$ cat src/rtl/intc_pkg.sv
package intc_pkg;
  localparam int DATA_W = 32;

  // Implemented source positions: bit 1 (software), 3..6, 10..19.
  localparam logic [DATA_W-1:0] SRC_MASK   = 32'h000F_FC7A;
  localparam int                SWI_BIT    = 1;
  localparam logic [DATA_W-1:0] PERIPH_MASK = SRC_MASK & ~(32'h1 << SWI_BIT);

  // Register offsets inside one path block.
  localparam logic [3:0] OFF_STAT  = 4'h0;
  localparam logic [3:0] OFF_RAW   = 4'h4;
  localparam logic [3:0] OFF_EN    = 4'h8;
  localparam logic [3:0] OFF_ENCLR = 4'hC;

  localparam int NUM_PATHS   = 2;
  localparam int PATH_STRIDE = 'h100;
  localparam int SWI_ADDR    = 'h200;

  typedef enum logic [1:0] {
    REG_STAT  = 2'd0,
    REG_RAW   = 2'd1,
    REG_EN    = 2'd2,
    REG_ENCLR = 2'd3
  } path_reg_e;
endpackage

$ cat src/rtl/intc_src_gather.sv
module intc_src_gather
  import intc_pkg::*;
#(
  parameter int ADDR_W = 12
) (
  input  logic              clk,
  input  logic              rst_n,
  input  logic [DATA_W-1:0] periph_req,
  input  logic              wr_en,
  input  logic [ADDR_W-1:0] addr,
  input  logic [DATA_W-1:0] wdata,
  output logic [DATA_W-1:0] raw_src
);
  localparam logic [ADDR_W-1:0] SWI_A = ADDR_W'(SWI_ADDR);

  logic swi_q;

  // Software request level, write-only register.
  always_ff @(posedge clk) begin
    if (!rst_n) begin
      swi_q <= 1'b0;
    end else if (wr_en && addr == SWI_A) begin
      swi_q <= wdata[SWI_BIT];
    end
  end

  always_comb begin
    raw_src          = periph_req & PERIPH_MASK;
    raw_src[SWI_BIT] = swi_q;
  end
endmodule

$ cat src/rtl/intc_path.sv
module intc_path
  import intc_pkg::*;
#(
  parameter int          ADDR_W  = 12,
  parameter int          BASE    = 0,
  parameter bit          SUMMARY = 1'b0
) (
  input  logic              clk,
  input  logic              rst_n,
  input  logic              wr_en,
  input  logic [ADDR_W-1:0] addr,
  input  logic [DATA_W-1:0] wdata,
  input  logic [DATA_W-1:0] raw_src,
  output logic [DATA_W-1:0] en_q,
  output logic              line_q,
  output logic              hit,
  output logic [DATA_W-1:0] rdata
);
  localparam logic [ADDR_W-1:0] BASE_A = ADDR_W'(BASE);

  logic [DATA_W-1:0] masked;
  logic [DATA_W-1:0] status;
  logic              any_src;
  path_reg_e         sel;

  assign hit = (addr[ADDR_W-1:4] == BASE_A[ADDR_W-1:4]) && (addr[1:0] == 2'b00);
  assign sel = path_reg_e'(addr[3:2]);

  // Set-only enable writes; separate clear register.
  always_ff @(posedge clk) begin
    if (!rst_n) begin
      en_q <= '0;
    end else if (wr_en && hit) begin
      if (sel == REG_EN) begin
        en_q <= en_q | (wdata & SRC_MASK);
      end else if (sel == REG_ENCLR) begin
        en_q <= en_q & ~wdata;
      end
    end
  end

  assign masked  = raw_src & en_q;
  assign any_src = |masked[DATA_W-1:1];

  generate
    if (SUMMARY) begin : g_sum
      always_comb begin
        status    = masked;
        status[0] = any_src;
      end
    end else begin : g_plain
      assign status = masked;
    end
  endgenerate

  always_ff @(posedge clk) begin
    if (!rst_n) begin
      line_q <= 1'b0;
    end else begin
      line_q <= any_src;
    end
  end

  always_comb begin
    rdata = '0;
    if (hit) begin
      unique case (sel)
        REG_STAT:  rdata = status;
        REG_RAW:   rdata = raw_src;
        REG_EN:    rdata = en_q;
        REG_ENCLR: rdata = '0;
        default:   rdata = '0;
      endcase
    end
  end
endmodule

$ cat src/rtl/intc_rd_mux.sv
module intc_rd_mux
  import intc_pkg::*;
#(
  parameter int N = NUM_PATHS
) (
  input  logic [N-1:0]             hit,
  input  logic [N-1:0][DATA_W-1:0] path_rdata,
  output logic [DATA_W-1:0]        rdata
);
  logic [N:0][DATA_W-1:0] acc;

  assign acc[0] = '0;
  generate
    for (genvar i = 0; i < N; i++) begin : g_or
      assign acc[i+1] = acc[i] | (hit[i] ? path_rdata[i] : '0);
    end
  endgenerate
  assign rdata = acc[N];
endmodule

$ cat src/rtl/dual_path_intc.sv
module dual_path_intc
  import intc_pkg::*;
#(
  parameter int ADDR_W = 12
) (
  input  logic              clk,
  input  logic              rst_n,
  input  logic [31:0]       periph_req,
  input  logic              bus_we,
  input  logic [ADDR_W-1:0] bus_addr,
  input  logic [31:0]       bus_wdata,
  output logic [31:0]       bus_rdata,
  output logic              irq_o,
  output logic              fiq_o
);
  logic [DATA_W-1:0]                raw_src;
  logic [NUM_PATHS-1:0][DATA_W-1:0] path_en;
  logic [NUM_PATHS-1:0][DATA_W-1:0] path_rd;
  logic [NUM_PATHS-1:0]             path_hit;
  logic [NUM_PATHS-1:0]             path_line;
  logic [DATA_W-1:0]                irq_en;
  logic [DATA_W-1:0]                fiq_en;

  intc_src_gather #(.ADDR_W(ADDR_W)) u_src (
    .clk        (clk),
    .rst_n      (rst_n),
    .periph_req (periph_req),
    .wr_en      (bus_we),
    .addr       (bus_addr),
    .wdata      (bus_wdata),
    .raw_src    (raw_src)
  );

  generate
    for (genvar p = 0; p < NUM_PATHS; p++) begin : g_path
      intc_path #(
        .ADDR_W  (ADDR_W),
        .BASE    (p * PATH_STRIDE),
        .SUMMARY (p == 1)
      ) u_path (
        .clk     (clk),
        .rst_n   (rst_n),
        .wr_en   (bus_we),
        .addr    (bus_addr),
        .wdata   (bus_wdata),
        .raw_src (raw_src),
        .en_q    (path_en[p]),
        .line_q  (path_line[p]),
        .hit     (path_hit[p]),
        .rdata   (path_rd[p])
      );
    end
  endgenerate

  intc_rd_mux #(.N(NUM_PATHS)) u_rd (
    .hit        (path_hit),
    .path_rdata (path_rd),
    .rdata      (bus_rdata)
  );

  assign irq_en = path_en[0];
  assign fiq_en = path_en[1];
  assign irq_o  = path_line[0];
  assign fiq_o  = path_line[1];
endmodule

$ cat config.mk
export PLATFORM = sky130hd
export DESIGN_NAME = dual_path_intc
export DESIGN_NICKNAME = d
export VERILOG_FILES = /design/src/rtl/intc_pkg.sv /design/src/rtl/intc_src_gather.sv /design/src/rtl/intc_path.sv /design/src/rtl/intc_rd_mux.sv /design/src/rtl/dual_path_intc.sv
export SDC_FILE = /design/constraint.sdc
export NUM_CORES = 1
export LEC_CHECK = 0
export ABC_AREA = 1
export BUFFER_PORTS_ARGS = -buffer_cell sky130_fd_sc_hd__buf_2
export CAP_MARGIN = 20
export CORE_UTILIZATION = 57
export CTS_BUF_LIST = sky130_fd_sc_hd__clkbuf_4 sky130_fd_sc_hd__clkbuf_8
export DETAILED_ROUTE_END_ITERATION = 10
export GPL_ROUTABILITY_DRIVEN = 0
export PLACE_DENSITY = 0.93
export SLEW_MARGIN = 20
export SYNTH_ARGS = -nofsm -noshare
export SYNTH_HDL_FRONTEND = slang
export SYNTH_SLANG_ARGS = --single-unit
export TNS_END_PERCENT = 1
$ cat constraint.sdc
create_clock -name clk -period 2.3 [get_ports clk]
set_input_delay 0.23 -clock clk [delete_from_list [all_inputs] [get_ports clk]]
set_output_delay 0.23 -clock clk [all_outputs]
set_load 0.02 [all_outputs]
==> results.md <==
Final layout:
- The multi-input combinational cells in the finished layout cover a total of 1897 um2.
- Fill cells in the final layout number ~480.
- The share of post-route cells with drive strength above 1 is 19.20%.
- At the end of the flow the core is filled with cells to between 70% and 80%.
- The signed area change from the synthesized netlist to the final layout is 18.38%.
- The final layout net count is ~750.
- The storage element area is ~1300 um2.
- The antenna diode instance count is 0.

Routing:
- The count of nets left with antenna violations once routing finished came out at 0.
- After the first detailed-routing iteration, the DRC count stood at about 400.
- After detailed routing, the average wire length per cell comes to 12.94 um.
- The detailed-route vias per instance is between 5 and 6.
- Summed over all layers, the routed wires come to 9.731 mm.
- The detailed router placed about 4100 vias in this run.
- The number of remaining DRC errors is 0.
- The number of iterations in the first detailed-routing pass is 5.

Critical path:
- Traced cell by cell, the critical path runs through buf_2 -> nand2_1 -> o21ai_0 -> a21oi_1 -> buf_2.
- At the worst endpoint, the required time is 2.07 ns.
- The stage delay of the slowest cell on the critical path is roughly 0.47 ns.
- The number of buffers and inverters on the critical path is 2.
- Grouping stages by cell kind, the critical path spends the most delay in buffers and inverters.
- The startpoint type of the worst setup path is an input port.
- The most numerous cell type found on the critical path is sky130_fd_sc_hd__buf_2.
- The type of the setup path with the least slack is in2out.
- The critical path capture point type is an output port.
- Of all nets on the critical path, the largest fanout is 35.
- Data on the critical path arrives at its endpoint at roughly 1.7 ns.
- The highest-delay cell along the critical path is sky130_fd_sc_hd__buf_2.

Logic synthesis:
- The top cell type by area accounts for a little under two fifths of the synthesized area.
- The commonest cells after synthesis are sky130_fd_sc_hd__nand2_1 (184), sky130_fd_sc_hd__nor2_1 (139), sky130_fd_sc_hd__dfxtp_1 (67).
- For this run, the number of Yosys warnings is 0.
- For this run, the register share of the synthesized area comes to 37.11%.
- The number of register bits inferred by synthesis is 67.
- After synthesis, the share of flip-flops with an asynchronous set or reset is 0%.
- Summing every instance area after synthesis gives 3615 um2.
- The dominant cell by count in the synthesized netlist is sky130_fd_sc_hd__nand2_1.
- The count of mapped cells out of synthesis is 591.
- The total nets after synthesis is 670.
- Counting flops with a built-in enable in the synthesized netlist gives 0.
- The synthesized design spends more area on one cell type than any other, namely sky130_fd_sc_hd__dfxtp_1.
- Sorting the synthesized cells by area gives the leading types as sky130_fd_sc_hd__dfxtp_1 (37%), sky130_fd_sc_hd__nand2_1 (19%), sky130_fd_sc_hd__nor2_1 (14%).
- For this run, the leading register cell type out of synthesis is sky130_fd_sc_hd__dfxtp_1.
- The unique cell type count in the Yosys netlist is 22.
- The per-instance average area after synthesis is between 6 and 7 um2.

Clock tree:
- The clock input transition at the sequential cells of the worst setup and hold paths is ~0.08 ns.
- The longest clock path from root to sink contains 2 buffers.
- TritonCTS created 9 clock buffers.
- TritonCTS built the clock tree.
- The count of buffers added by post-CTS timing repair for setup is 0.
- The number of hold buffers added after CTS is 0.
- The clock reaches the later pin of the worst-skew pair after around 0.34 ns.
- The clock drives 67 sinks.
- The number of instances resized during post-cts repair is 0.
- The maximum level of the CTS H-tree is 3.
- The root buffer cell chosen for the clock tree is sky130_fd_sc_hd__clkbuf_8.

STA:
- Clock skew on the completed layout was measured at roughly 0.0080 ns.
- The number of hold violations in the final report is 0.
- The headroom to the max-slew limit is ~47%.
- At the pin with the least slew margin, the transition time is 0.7895 ns.
- In the finished design, the share of the clock period the worst path needs comes to approximately 82%.
- The max-slew violation count is 0.
- Setup repair after global routing left no endpoint under its margin.
- For this run, the top clock speed supported by timing is 531.4 MHz.
- The total negative slack for setup checks is 0 ns.
- The setup violation total in the final timing report is 0.
- For the finished layout, the period the worst path requires is roughly 1.9 ns.

Global routing:
- The first global-routing pass estimated 15.59 mm of wire.
- The met1 usage is about two fifths.
- The number of global-route vias before repair is about 3500.
- The layer flagged by global routing as most heavily used is met2.
- The total global routing overflow is 0.
- The total routing usage reported by global routing is 30.38%.
- The fraction of met3 tracks used by global routing is about 7.2%.
- Entering global routing, the biggest net connects 50 pins.
- The met2 track demand over resource in global routing is about half.
- The initial antenna violation count is 0.

Run:
- The number of violations of the max-capacitance limit is 0.

Floorplan:
- The floorplan die height is between 80 and 90 um.
- The core region is about 6000 um2.
- The initial cell density of the core is approximately three fifths.
- Row generation in the floorplan step produced 28 rows.
- The die covers 6664 um2.
- The count of boundary I/O pins is between 100 and 150.
- The die outline width is approximately 82 um.

Pwr:
- The share of total power dissipated in the clock network is 40.8%.
- The net switching power of the design is just under 0.6 mW.
- In this run the power density over the cells is ~530 nW/um2.
- Of the total power, the share spent switching nets is 25.86%.
- Of the total power, registers draw 51.5%.
- The combinational fraction of design power is just under 8%.
- Cell internal power was estimated by the tool at between 1.5 and 2 mW.
- The analysis attributes to cell leakage a power of roughly 2.2 nW.
- IR analysis of the VDD net gives a maximum drop of a little under 0.4 mV.

Hold path:
- The path class of the tightest hold or removal check is in2reg.

Placement:
- The HPWL after detailed placement is 6.509 mm.
- Port buffering added 94 buffers.

Run status:
- The run finished with clean final reports.
## metrics by stage
stage | instance area, um2 | hold WS [ns] | setup slack (ns) | cells | power, mW
2_1_floorplan | 3615 | 0.3926 | 0.7253 | 591 | 1.269
3_5_place_dp | 4093 | 0.4241 | 0.4783 | 736 | 1.356
5_1_grt | 4279 | 0.1727 | 0.2883 | 752 | 2.330
6_report | 4279 | 0.1638 | 0.4183 | 752 | 2.250
3_3_place_gp | 4093 | 0.4200 | 0.5322 | 736 | 1.352
4_1_cts | 4279 | 0.1558 | 0.4929 | 752 | 2.260
## cells by family (layout without fill, tap and decap cells)
kind of cell / Yosys count / in the layout / share of synthesized area [%]
AO/OA/AOI/OAI: 65 / 65 / 10.04
flip-flops: 67 / 67 / 37.11
buffers and inverters: 88 / 174 / 10.42
AND/OR/NAND/NOR: 371 / 371 / 42.44
## routing by layer
layer / routed length (um) / up-vias
met5: 0 / -
met4: 211 / 0
met3: 1022 / 27
met2: 4600 / 232
met1: 3897 / 1809
li1: - / 2021
## worst min-delay path: cells and delay by family
| family | cells | cell delay [ns] |
|---|---|---|
| AND/OR/NAND/NOR | 2 | 0.13 |
| buffers and inverters | 2 | 0.11 |
## final timing paths
kind / start / cells after the start / slack, ns / end
worst max-delay path: bus_addr[2] / 5 / 0.42 / bus_rdata[4]
worst min-delay path: bus_wdata[20] / 4 / 0.16 / g_path[0].u_path.en_q[20]$_SDFFE_PN0P_
worst max register to register: register / 4 / 1.37 / g_path[1].u_path.line_q$_SDFF_PN0_
worst min register to register: g_path[0].u_path.en_q[20]$_SDFFE_PN0P_ / 2 / 0.43 / g_path[0].u_path.en_q[20]$_SDFFE_PN0P_
## power by group through the flow
| stage | clock network (mW) | logic, mW | registers (mW) |
|---|---|---|---|
| 6_report | 0.917 | 0.174 | 1.16 |
| 5_1_grt | 0.983 | 0.189 | 1.16 |
| 4_1_cts | 0.931 | 0.170 | 1.16 |
| 3_5_place_dp | 0 | 0.169 | 1.19 |
| 3_3_place_gp | 0 | 0.166 | 1.19 |
| 2_1_floorplan | 0 | 0.0828 | 1.19 |
## cell type report
class                   instances  share of cell area (%)
clock buffers                  11                   3.538
clock inverters                 5                  0.8187
inverters                      54                   4.737
multi-input cells             436                   44.33
flip-flops and latches         67                   31.35
well taps                      75                   2.193
repair buffers                104                   13.04
## cell usage in the layout (no fill, tap or decap), drive strengths merged
cell | netlist | routed
dfxtp | 67 | 67
o211ai | 15 | 15
nor3 | 1 | 1
a21oi | 18 | 18
clkbuf | 15 | 11
nand3 | 4 | 4
nor2 | 144 | 144
inv | 53 | 55
nand2 | 185 | 185
clkinv | 1 | 3
clkinvlp | 0 | 1
o21ai | 32 | 32
buf | 19 | 104
nand4 | 37 | 37
Note: power is estimated with default switching activity, not from simulation.
